===== config.mk =====
export PLATFORM = sky130hd
export DESIGN_NAME = scr_branch_unit
export DESIGN_NICKNAME = d
export VERILOG_FILES = /design/src/rtl/scr_branch_pkg.sv /design/src/rtl/scr_cond_eval.sv /design/src/rtl/scr_target_calc.sv /design/src/rtl/scr_int_status.sv /design/src/rtl/scr_branch_unit.sv
export SDC_FILE = /design/constraint.sdc
export NUM_CORES = 1
export LEC_CHECK = 0
export BUFFER_PORTS_ARGS = -buffer_cell sky130_fd_sc_hd__buf_2
export CAP_MARGIN = 10
export CORE_ASPECT_RATIO = 0.9
export CORE_UTILIZATION = 54
export CTS_CLUSTER_SIZE = 12
export DETAILED_ROUTE_END_ITERATION = 6
export PLACE_DENSITY = 0.82
export SLEW_MARGIN = 10
export SYNTH_ARGS = -nofsm -noshare
export SYNTH_HDL_FRONTEND = slang
export SYNTH_HIERARCHICAL = 1
export SYNTH_SLANG_ARGS = --single-unit

===== constraint.sdc =====
create_clock -name clk -period 5.12 [get_ports clk]
set_input_delay 0.256 -clock clk [delete_from_list [all_inputs] [get_ports clk]]
set_output_delay 0.256 -clock clk [all_outputs]
set_load 0.02 [all_outputs]

===== src/rtl/scr_branch_pkg.sv =====
package scr_branch_pkg;

  localparam int INSTR_W = 32;
  localparam int PH_W    = 3;
  localparam int BYTE_W  = 8;

  localparam logic [2:0] OPC_JUMP = 3'b000;
  localparam logic [2:0] OPC_CALL = 3'b001;
  localparam logic [2:0] OPC_RET  = 3'b010;
  localparam logic [2:0] OPC_INT  = 3'b011;

  typedef struct packed {
    logic [2:0]        opc;
    logic [PH_W-1:0]   phase;
    logic              rel;
    logic              carry_sel;
    logic              fly;
    logic              polarity;
    logic              data_en;
    logic              phase_en;
    logic [BYTE_W-1:0] mask;
    logic [BYTE_W-1:0] cmp;
  } ctl_t;

  function automatic ctl_t decode_ctl(input logic [INSTR_W-1:0] w);
    ctl_t c;
    c.opc       = w[29:27];
    c.phase     = w[26:24];
    c.rel       = w[23];
    c.carry_sel = w[21];
    c.fly       = w[20];
    c.polarity  = w[19];
    c.data_en   = w[18];
    c.phase_en  = w[17];
    c.mask      = w[15:8];
    c.cmp       = w[7:0];
    return c;
  endfunction

endpackage


===== src/rtl/scr_cond_eval.sv =====
module scr_cond_eval
  import scr_branch_pkg::*;
#(
  parameter int PHASE_W = PH_W,
  parameter int DATA_W  = BYTE_W
) (
  input  ctl_t               ctl,
  input  logic               alu_carry,
  input  logic [PHASE_W-1:0] bus_phase,
  input  logic [DATA_W-1:0]  bus_data,
  input  logic               target_mode,
  output logic               match,
  output logic               taken
);

  logic phase_ok;
  logic data_ok;
  logic [DATA_W-1:0] diff;

  always_comb begin
    diff     = (bus_data ^ ctl.cmp) & ~ctl.mask;
    data_ok  = (diff == '0);
    phase_ok = target_mode || (bus_phase == ctl.phase);
    if (ctl.carry_sel) begin
      match = alu_carry;
    end else begin
      match = (!ctl.phase_en || phase_ok) && (!ctl.data_en || data_ok);
    end
    taken = (match == ctl.polarity);
  end

endmodule


===== src/rtl/scr_target_calc.sv =====
module scr_target_calc
  import scr_branch_pkg::*;
#(
  parameter int ADDR_W = 32,
  parameter int OFFS_W = 24
) (
  input  ctl_t              ctl,
  input  logic [ADDR_W-1:0] seq_ip,
  input  logic [ADDR_W-1:0] operand,
  input  logic [ADDR_W-1:0] ret_ip,
  output logic [ADDR_W-1:0] target
);

  localparam int EXT_W = ADDR_W - OFFS_W;

  logic [ADDR_W-1:0] offset;

  generate
    if (EXT_W > 0) begin : g_sext
      assign offset = {{EXT_W{operand[OFFS_W-1]}}, operand[OFFS_W-1:0]};
    end else begin : g_full
      assign offset = operand;
    end
  endgenerate

  always_comb begin
    if (ctl.opc == OPC_RET) begin
      target = ret_ip;
    end else if (ctl.rel) begin
      target = seq_ip + offset;
    end else begin
      target = operand;
    end
  end

endmodule


===== src/rtl/scr_int_status.sv =====
module scr_int_status #(
  parameter int VEC_W = 32
) (
  input  logic             clk,
  input  logic             rst,
  input  logic             int_take,
  input  logic             fly_take,
  input  logic             host_we,
  input  logic             fly_clr,
  input  logic [VEC_W-1:0] operand,
  output logic             irq,
  output logic             halted,
  output logic             fly_flag,
  output logic [VEC_W-1:0] int_vector
);

  always_ff @(posedge clk) begin
    if (rst) begin
      irq        <= 1'b0;
      halted     <= 1'b0;
      fly_flag   <= 1'b0;
      int_vector <= '0;
    end else begin
      if (host_we) begin
        irq    <= 1'b0;
        halted <= 1'b0;
      end else if (int_take) begin
        irq    <= 1'b1;
        halted <= 1'b1;
      end
      if (fly_take) begin
        fly_flag <= 1'b1;
      end else if (fly_clr) begin
        fly_flag <= 1'b0;
      end
      if (int_take || fly_take) begin
        int_vector <= operand;
      end
    end
  end


  irq_halt_chk: assert property (@(posedge clk) disable iff (rst)
    irq |-> halted);


  fly_run_chk: assert property (@(posedge clk) disable iff (rst)
    $rose(fly_flag) |-> !$rose(halted));


  fly_hold_chk: assert property (@(posedge clk) disable iff (rst)
    (fly_flag && !fly_clr) |=> fly_flag);

endmodule


===== src/rtl/scr_branch_unit.sv =====
module scr_branch_unit
  import scr_branch_pkg::*;
#(
  parameter int ADDR_W      = 32,
  parameter int OFFS_W      = 24,
  parameter int INSTR_BYTES = 8
) (
  input  logic              clk,
  input  logic              rst,
  input  logic              instr_valid,
  input  logic [31:0]       instr,
  input  logic [ADDR_W-1:0] operand,
  input  logic              alu_carry,
  input  logic [2:0]        bus_phase,
  input  logic [7:0]        bus_data,
  input  logic              target_mode,
  input  logic              host_ip_we,
  input  logic [ADDR_W-1:0] host_ip_wdata,
  input  logic              fly_clr,
  output logic [ADDR_W-1:0] next_ip,
  output logic [ADDR_W-1:0] ret_ip,
  output logic [ADDR_W-1:0] int_vector,
  output logic              irq,
  output logic              fly_flag,
  output logic              halted
);

  localparam logic [ADDR_W-1:0] STEP = ADDR_W'(INSTR_BYTES);

  ctl_t              ctl;
  logic              match;
  logic              taken;
  logic              exec;
  logic [ADDR_W-1:0] seq_ip;
  logic [ADDR_W-1:0] target;
  logic              is_int;
  logic              int_take;
  logic              fly_take;

  assign ctl    = decode_ctl(instr);
  assign exec   = instr_valid && !halted && !host_ip_we;
  assign seq_ip = next_ip + STEP;
  assign is_int = (ctl.opc == OPC_INT);

  scr_cond_eval #(
    .PHASE_W(PH_W),
    .DATA_W (BYTE_W)
  ) u_cond (
    .ctl        (ctl),
    .alu_carry  (alu_carry),
    .bus_phase  (bus_phase),
    .bus_data   (bus_data),
    .target_mode(target_mode),
    .match      (match),
    .taken      (taken)
  );

  scr_target_calc #(
    .ADDR_W(ADDR_W),
    .OFFS_W(OFFS_W)
  ) u_tgt (
    .ctl    (ctl),
    .seq_ip (seq_ip),
    .operand(operand),
    .ret_ip (ret_ip),
    .target (target)
  );

  assign int_take = exec && taken && is_int && !ctl.fly;
  assign fly_take = exec && taken && is_int && ctl.fly;

  scr_int_status #(
    .VEC_W(ADDR_W)
  ) u_stat (
    .clk       (clk),
    .rst       (rst),
    .int_take  (int_take),
    .fly_take  (fly_take),
    .host_we   (host_ip_we),
    .fly_clr   (fly_clr),
    .operand   (operand),
    .irq       (irq),
    .halted    (halted),
    .fly_flag  (fly_flag),
    .int_vector(int_vector)
  );

  always_ff @(posedge clk) begin
    if (rst) begin
      next_ip <= '0;
      ret_ip  <= '0;
    end else if (host_ip_we) begin
      next_ip <= host_ip_wdata;
    end else if (exec) begin
      case (ctl.opc)
        OPC_JUMP, OPC_RET: next_ip <= taken ? target : seq_ip;
        OPC_CALL: begin
          if (taken) begin
            ret_ip  <= seq_ip;
            next_ip <= target;
          end else begin
            next_ip <= seq_ip;
          end
        end
        default: next_ip <= seq_ip;
      endcase
    end
  end


  host_wr_chk: assert property (@(posedge clk) disable iff (rst)
    host_ip_we |=> (next_ip == $past(host_ip_wdata)) && !halted);


  halt_hold_chk: assert property (@(posedge clk) disable iff (rst)
    (halted && !host_ip_we) |=> $stable(next_ip) && $stable(ret_ip));


  seq_step_chk: assert property (@(posedge clk) disable iff (rst)
    (instr_valid && !halted && !host_ip_we && !taken) |=> next_ip == $past(next_ip) + STEP);


  call_save_chk: assert property (@(posedge clk) disable iff (rst)
    (exec && taken && ctl.opc == OPC_CALL) |=> ret_ip == $past(next_ip) + STEP);

endmodule


# Word level (Yosys, flattened, before mapping)
# Index checks and enable logic that the tools add are counted.
dict set report classes {
  add_sub_neg 2
  multipliers 0
  n_div 0
  n_lt_le_gt_ge 0
  eq_ne 5
  shifts 0
  mux 9
  bitwise_logic 4
  reduce_logical 23
}
# op count
set op_table {}
lappend op_table {{32-bit 2-to-1 mux} 6}
lappend op_table {{32-bit adder} 1}
lappend op_table {{32-bit by 4-bit adder with 32-bit output, second input constant} 1}
lappend op_table {{8-bit bitwise AND} 1}
lappend op_table {{8-bit zero test} 1}
lappend op_table {{8-bit NOT} 1}
lappend op_table {{8-bit bitwise XOR} 1}
lappend op_table {{1-bit logical AND} 7}
lappend op_table {{3-bit by 2-bit == test with 1-bit output, second input constant} 2}
lappend op_table {{1-bit zero test} 5}
lappend op_table {{1-bit logical OR} 4}
lappend op_table {{4-bit AND reduction} 1}
lappend op_table {{2-bit nonzero test} 2}
lappend op_table {{3-bit by 1-bit == test with 1-bit output, second input constant} 1}
lappend op_table {{3-bit == test} 1}
lappend op_table {{3-bit zero test} 1}
lappend op_table {{1-bit 2-to-1 mux} 3}
lappend op_table {{3-bit OR reduction} 1}
lappend op_table {{2-bit OR reduction} 1}
lappend op_table {{1-bit == test} 1}
lappend op_table {{1-bit NOT} 1}
dict set report word_totals {
  ff_bits 98
  latch_bits 0
  ramBits 0
  romBits 0
  inputBits 114
  word_cells 48
  mem_count 0
}

# Longest topological paths before layout
dict set report logic_depth {
  depth_word 11
  mapped_depth 18
  mapped_depth_nobuf 17
}

# Cells and area by module
# Netlist, hierarchy kept.
# module n_inst cells_each area_each_um2 seq_area_each_um2
set modules_own_cells {}
lappend modules_own_cells {scr_branch_unit 1 481 3781.1 1281.2}
lappend modules_own_cells {scr_target_calc 1 351 2366.0 0.0}
lappend modules_own_cells {scr_int_status 1 154 1426.4 680.7}
lappend modules_own_cells {scr_cond_eval 1 21 163.9 0.0}

# Worst setup path before layout
# OpenSTA, ideal clock, no wires.
dict set report synth_path {
  path_type {register to register}
  startpoint {register next_ip[3]}
  endpoint {register next_ip[24]}
  setup_ns 0.126
  arrival_time_ns 3.875
  path_slack_ns 1.119
  path_stages_with_launch 19
  n_path_buf 2
  synth_period_minus_slack_ns 4.001
  path_cell_list {dfxtp_1 ha_1 nand3_4 or4_1 buf_2 clkbuf_1 o21ai_0 nand2_1 ha_1 and3_1 nand2_1 nor2_1 a211oi_1 o31ai_4 a21oi_2 xor2_1 a311oi_1 a2bb2oi_1 nand3_1}
}
dict set report synth_between {
  elab_chain_len 8
}
# element line_no
set synth_lines {}
lappend synth_lines {{start: declaration} scr_branch_unit.sv:20} ;# output logic [ADDR_W-1:0] next_ip,
lappend synth_lines {{start signal: assignment} scr_branch_unit.sv:93} ;# next_ip <= host_ip_wdata;
lappend synth_lines {{start signal: assignment} scr_branch_unit.sv:96} ;# OPC_JUMP, OPC_RET: next_ip <= taken ? target : seq_ip;
lappend synth_lines {{start signal: assignment} scr_branch_unit.sv:100} ;# next_ip <= target;
lappend synth_lines {{32-bit by 4-bit adder with 32-bit output} scr_branch_unit.sv:42} ;# assign seq_ip = next_ip + STEP;
lappend synth_lines {{via seq_ip[19]} scr_branch_unit.sv:34} ;# logic [ADDR_W-1:0] seq_ip;
lappend synth_lines {{32-bit adder} scr_target_calc.sv:30} ;# target = seq_ip + offset;
lappend synth_lines {{32-bit 2-to-1 mux} scr_target_calc.sv:29} ;# end else if (ctl.rel) begin
lappend synth_lines {{32-bit 2-to-1 mux} scr_target_calc.sv:27} ;# if (ctl.opc == OPC_RET) begin
lappend synth_lines {{via target[24]} scr_branch_unit.sv:35} ;# logic [ADDR_W-1:0] target;
lappend synth_lines {{32-bit 2-to-1 mux} {scr_branch_unit.sv:96, scr_branch_unit.sv:98}}
lappend synth_lines {{32-bit 2-to-1 mux} --}
lappend synth_lines {{32-bit 2-to-1 mux} scr_branch_unit.sv:94} ;# end else if (exec) begin
lappend synth_lines {{32-bit 2-to-1 mux} scr_branch_unit.sv:92} ;# end else if (host_ip_we) begin
# The timed path passes the listed nets, and every way through them passes these cells. The select of a mux whose other input is x is not followed.
# A chain may end at the register's enable or synchronous reset.

# Worst setup path after layout
dict set report layout_path {
  startpoint {register next_ip[3]}
  endpoint {register next_ip[26]}
}
# The elaborated chain is that of the path after synthesis.

==> results.md <==
* Starting Density at 0.552
* H-tree depth at 3
* Cell Pwr Density at 235 nW/um2
* FF-to-FF Start: next_ip[3]
* All-Layer GR Usage at 0.320
* CTS tree: yes
* Dominant synthesized flop cell: dfxtp_1
* Antenna violations before repair at 0
* Synthesized Nets at 1,154
* Routed len/inst at 17.7 um
* CP arrival at around 4.7 ns
* Synth area leaders: dfxtp_1 (25%), a21oi_1 (5.6%), ha_1 (5.2%)
* Synth Instances at 1,007
* Syn avg cell area at about 7.7 um2
* Dpl cells at roughly 1,300
* CP startpoint kind: flop
* Slowest cell on crit path: or4_1
* CP required at ~5.4 ns
* Die width at 128 um
* Pins over their slew limit at 0
* Nets at 1,299
* WL final at 23,900 um
* Clock sink total at about 100
* Pre-CTS WS at 0.676 ns
* Core Util, Final at 0.640
* Worst-Margin Slew at 1.20 ns
* Chip height at ~120 um
* Cell with the most instances after synthesis: dfxtp_1
* Diode count at 0
* Hold Crit Depth at 3
* Clk_lat worst skew at 0.35 ns
* Clock Path Buffers at 2
* Via count at around 8,300
* Slowest stage delay, CP at 0.78 ns
* Post-detail-place hpwl at 17,900 um
* Async SR Flop Fraction at 0
* Layout area overhead at 15.9%
* Vias per cell at 6.12
* Post-synth EDFFs at 0
* Hold Path Sink: next_ip[6]
* Placeable Area at 14,000 um2
* Grt total ovfl at 0
* Max-Cap Viols at 0
* Period minus WS final at 4.49 ns
* Synth top cells by count: dfxtp_1 (98), nand2_1 (97), a21oi_1 (86)
* Setup violators final at 0
* First-pass GRT wire length at 37,100 um
* RSZ-0062 raised after global routing: no
* Pleak at around 3.9 nW
* Skew final at 0.0121 ns
* Post-route ant nets at 0
* Tcrit/Tclk final at 0.876
* Finished Layout Cells at 1,350
* CP delay by family, top: simple AND/OR/NAND/NOR gates
* Yosys warnings at 6
* Crit path kind: reg2reg
* Critical Path Fanout Max at 15
* Critical path buffers and inverters at 1
* Register bit total from synthesis at 98
* Vias in the first global route at ~7,000
* Outcome: completed
* Num ports at 213
* Layout cell share with drive strength beyond 1 at 0.232
* Crit. End Element: flop
* FF-to-FF End: next_ip[26]
* Fmax at 223 MHz
* Setup TNS at 0 ns
* Post-CTS resize count at 0
* Reg clk slew, reported paths at roughly 0.07 ns
* HP Start: host_ip_wdata[6]
* Post-route DRC at 0
* Hold WC Path Type: in2reg
* Die Area at 14,800 um2
* Number of iterations in the first detailed-routing pass at 6
* Seq/Total Area, Yosys at 0.254
* Synth area leader: dfxtp_1
* # hold bufs at CTS at 0
* Root Buffer: clkbuf_16
* Final setup margin at around 0.63 ns
* Reg2Reg Depth at 17
* # rows at a little over 40
* VDD IR max at around 0.18 mV
* GPL Wtd Cong at 0.932
* Number of port buffers at 208
* Relative slew margins at 0.196
* Cell area after synthesis at 7740 um2
* Cell chain of the critical path: ha_1 -> nand3_4 -> or4_1 -> buf_4 -> or3_1 -> nand2_1 -> ha_1 -> a21oi_1 -> nor2b_1 -> o21ai_0 -> o21ai_1 -> nor3_1 -> xnor2_1 -> mux2i_1 -> o21ai_0 -> a2bb2oi_1 -> nand3_1
* Reg2reg setup slack at around 0.63 ns
* Pin count of the biggest net entering global routing at 100
* Final Hold Vio Count at 0
* CTS buffer count at 9
* Setup bufs post-CTS at 0
* Synth cell types at 80
* Synth top area share at 0.254
* DR iter-0 viols at ~910
## logic make-up (layout without fill, tap and decap cells)
logic type,count (synthesis),after routing,share of synthesized area
compound gates,340,340,0.289
xor+xnor,49,49,0.0555
fa+ha+maj,33,33,0.0543
buf+inv,102,252,0.0623
flops,98,98,0.254
mux,24,24,0.0310
simple gates,361,361,0.254
## per-stage QoR
| step | hold slack [ns] | area, um2 | power, mW |
|---|---|---|---|
| CTS | 0.160 | 8970 | 2.10 |
| global placement | 0.456 | 8690 | 1.44 |
| floorplan | 0.333 | 7740 | 1.26 |
| finish | 0.161 | 8970 | 2.11 |
| global route | 0.168 | 8970 | 2.21 |
| detailed placement | 0.459 | 8690 | 1.45 |
## worst reg2reg max path, delay by kind of cell, from the launching register on
| kind | cells | cell delay, ns |
|---|---|---|
| DFF | 1 | 0.50 |
| and+or+nand+nor | 7 | 1.76 |
| adders and majority gates | 2 | 0.62 |
| buffers and inverters | 1 | 0.28 |
| AOI/OAI and AO/OA | 5 | 0.85 |
| xor gates and xnor gates | 1 | 0.09 |
| muxes | 1 | 0.26 |
## power by group
part	total, mW	switching, mW	internal, mW	leakage (nW)
Clock	0.662	0.314	0.348	0.134
Sequential	0.828	0.0407	0.787	0.797
Combinational	0.622	0.376	0.246	2.97
## state kept, by name, indices dropped and copies added (netlist names)
name and count:
ret_ip 32, next_ip 32, u_stat/fly_flag 1, u_stat/halted 1, u_stat/int_vector 32
## per-layer routing
metal	vias to the layer above	track usage	share of wire
li1	4034	-	-
met3	20	0.0517	0.11
met5	-	0	0
met4	0	0.0824	0.014
met1	3775	0.492	0.46
met2	436	0.459	0.42
## layout make-up
| cell class | instances | area [um2] |
|---|---|---|
| fillers | 1269 | 5030 |
| clock inverters | 4 | 33.8 |
| flip-flops and latches | 98 | 1960 |
| well taps | 193 | 241 |
| multi-input cells | 807 | 5310 |
| inverters | 21 | 78.8 |
| clock buffers | 12 | 246 |
| repair buffers | 215 | 1090 |
## cells in the final DEF (no fill, tap or decap), types with 6 or more instances in the layout
cell / instances
a221o_1: 7
or3b_1: 32
o21bai_1: 14
and2_1: 15
xor2_1: 18
nand3_1: 39
a2bb2oi_1: 13
mux2i_1: 24
dfxtp_1: 98
ha_1: 32
nand2_1: 97
a31oi_1: 23
or4_1: 16
nor3_1: 21
a21o_1: 14
a211oi_1: 12
or3_1: 17
nand4_1: 10
clkbuf_16: 9
xnor2_1: 31
buf_2: 208
o21ai_0: 67
a311oi_1: 16
nor2_1: 64
a21oi_1: 86
buf_4: 7
o21ai_1: 22
o211ai_1: 16
inv_1: 20
o21ba_2: 6
## how the worst max path moves through the flow
| stage | start | end | slack (ns) | depth (start not counted) |
|---|---|---|---|---|
| 2_1_floorplan | next_ip[3] | next_ip[24] | 1.12 | 18 |
| 3_3_place_gp | next_ip[3] | next_ip[30] | 0.79 | 17 |
| 3_5_place_dp | next_ip[3] | next_ip[30] | 0.68 | 17 |
| 4_1_cts | next_ip[3] | next_ip[30] | 0.68 | 17 |
| 5_1_grt | next_ip[3] | next_ip[26] | 0.31 | 17 |
| 6_report | next_ip[3] | next_ip[26] | 0.63 | 17 |
(Power assumes the default switching activity.)
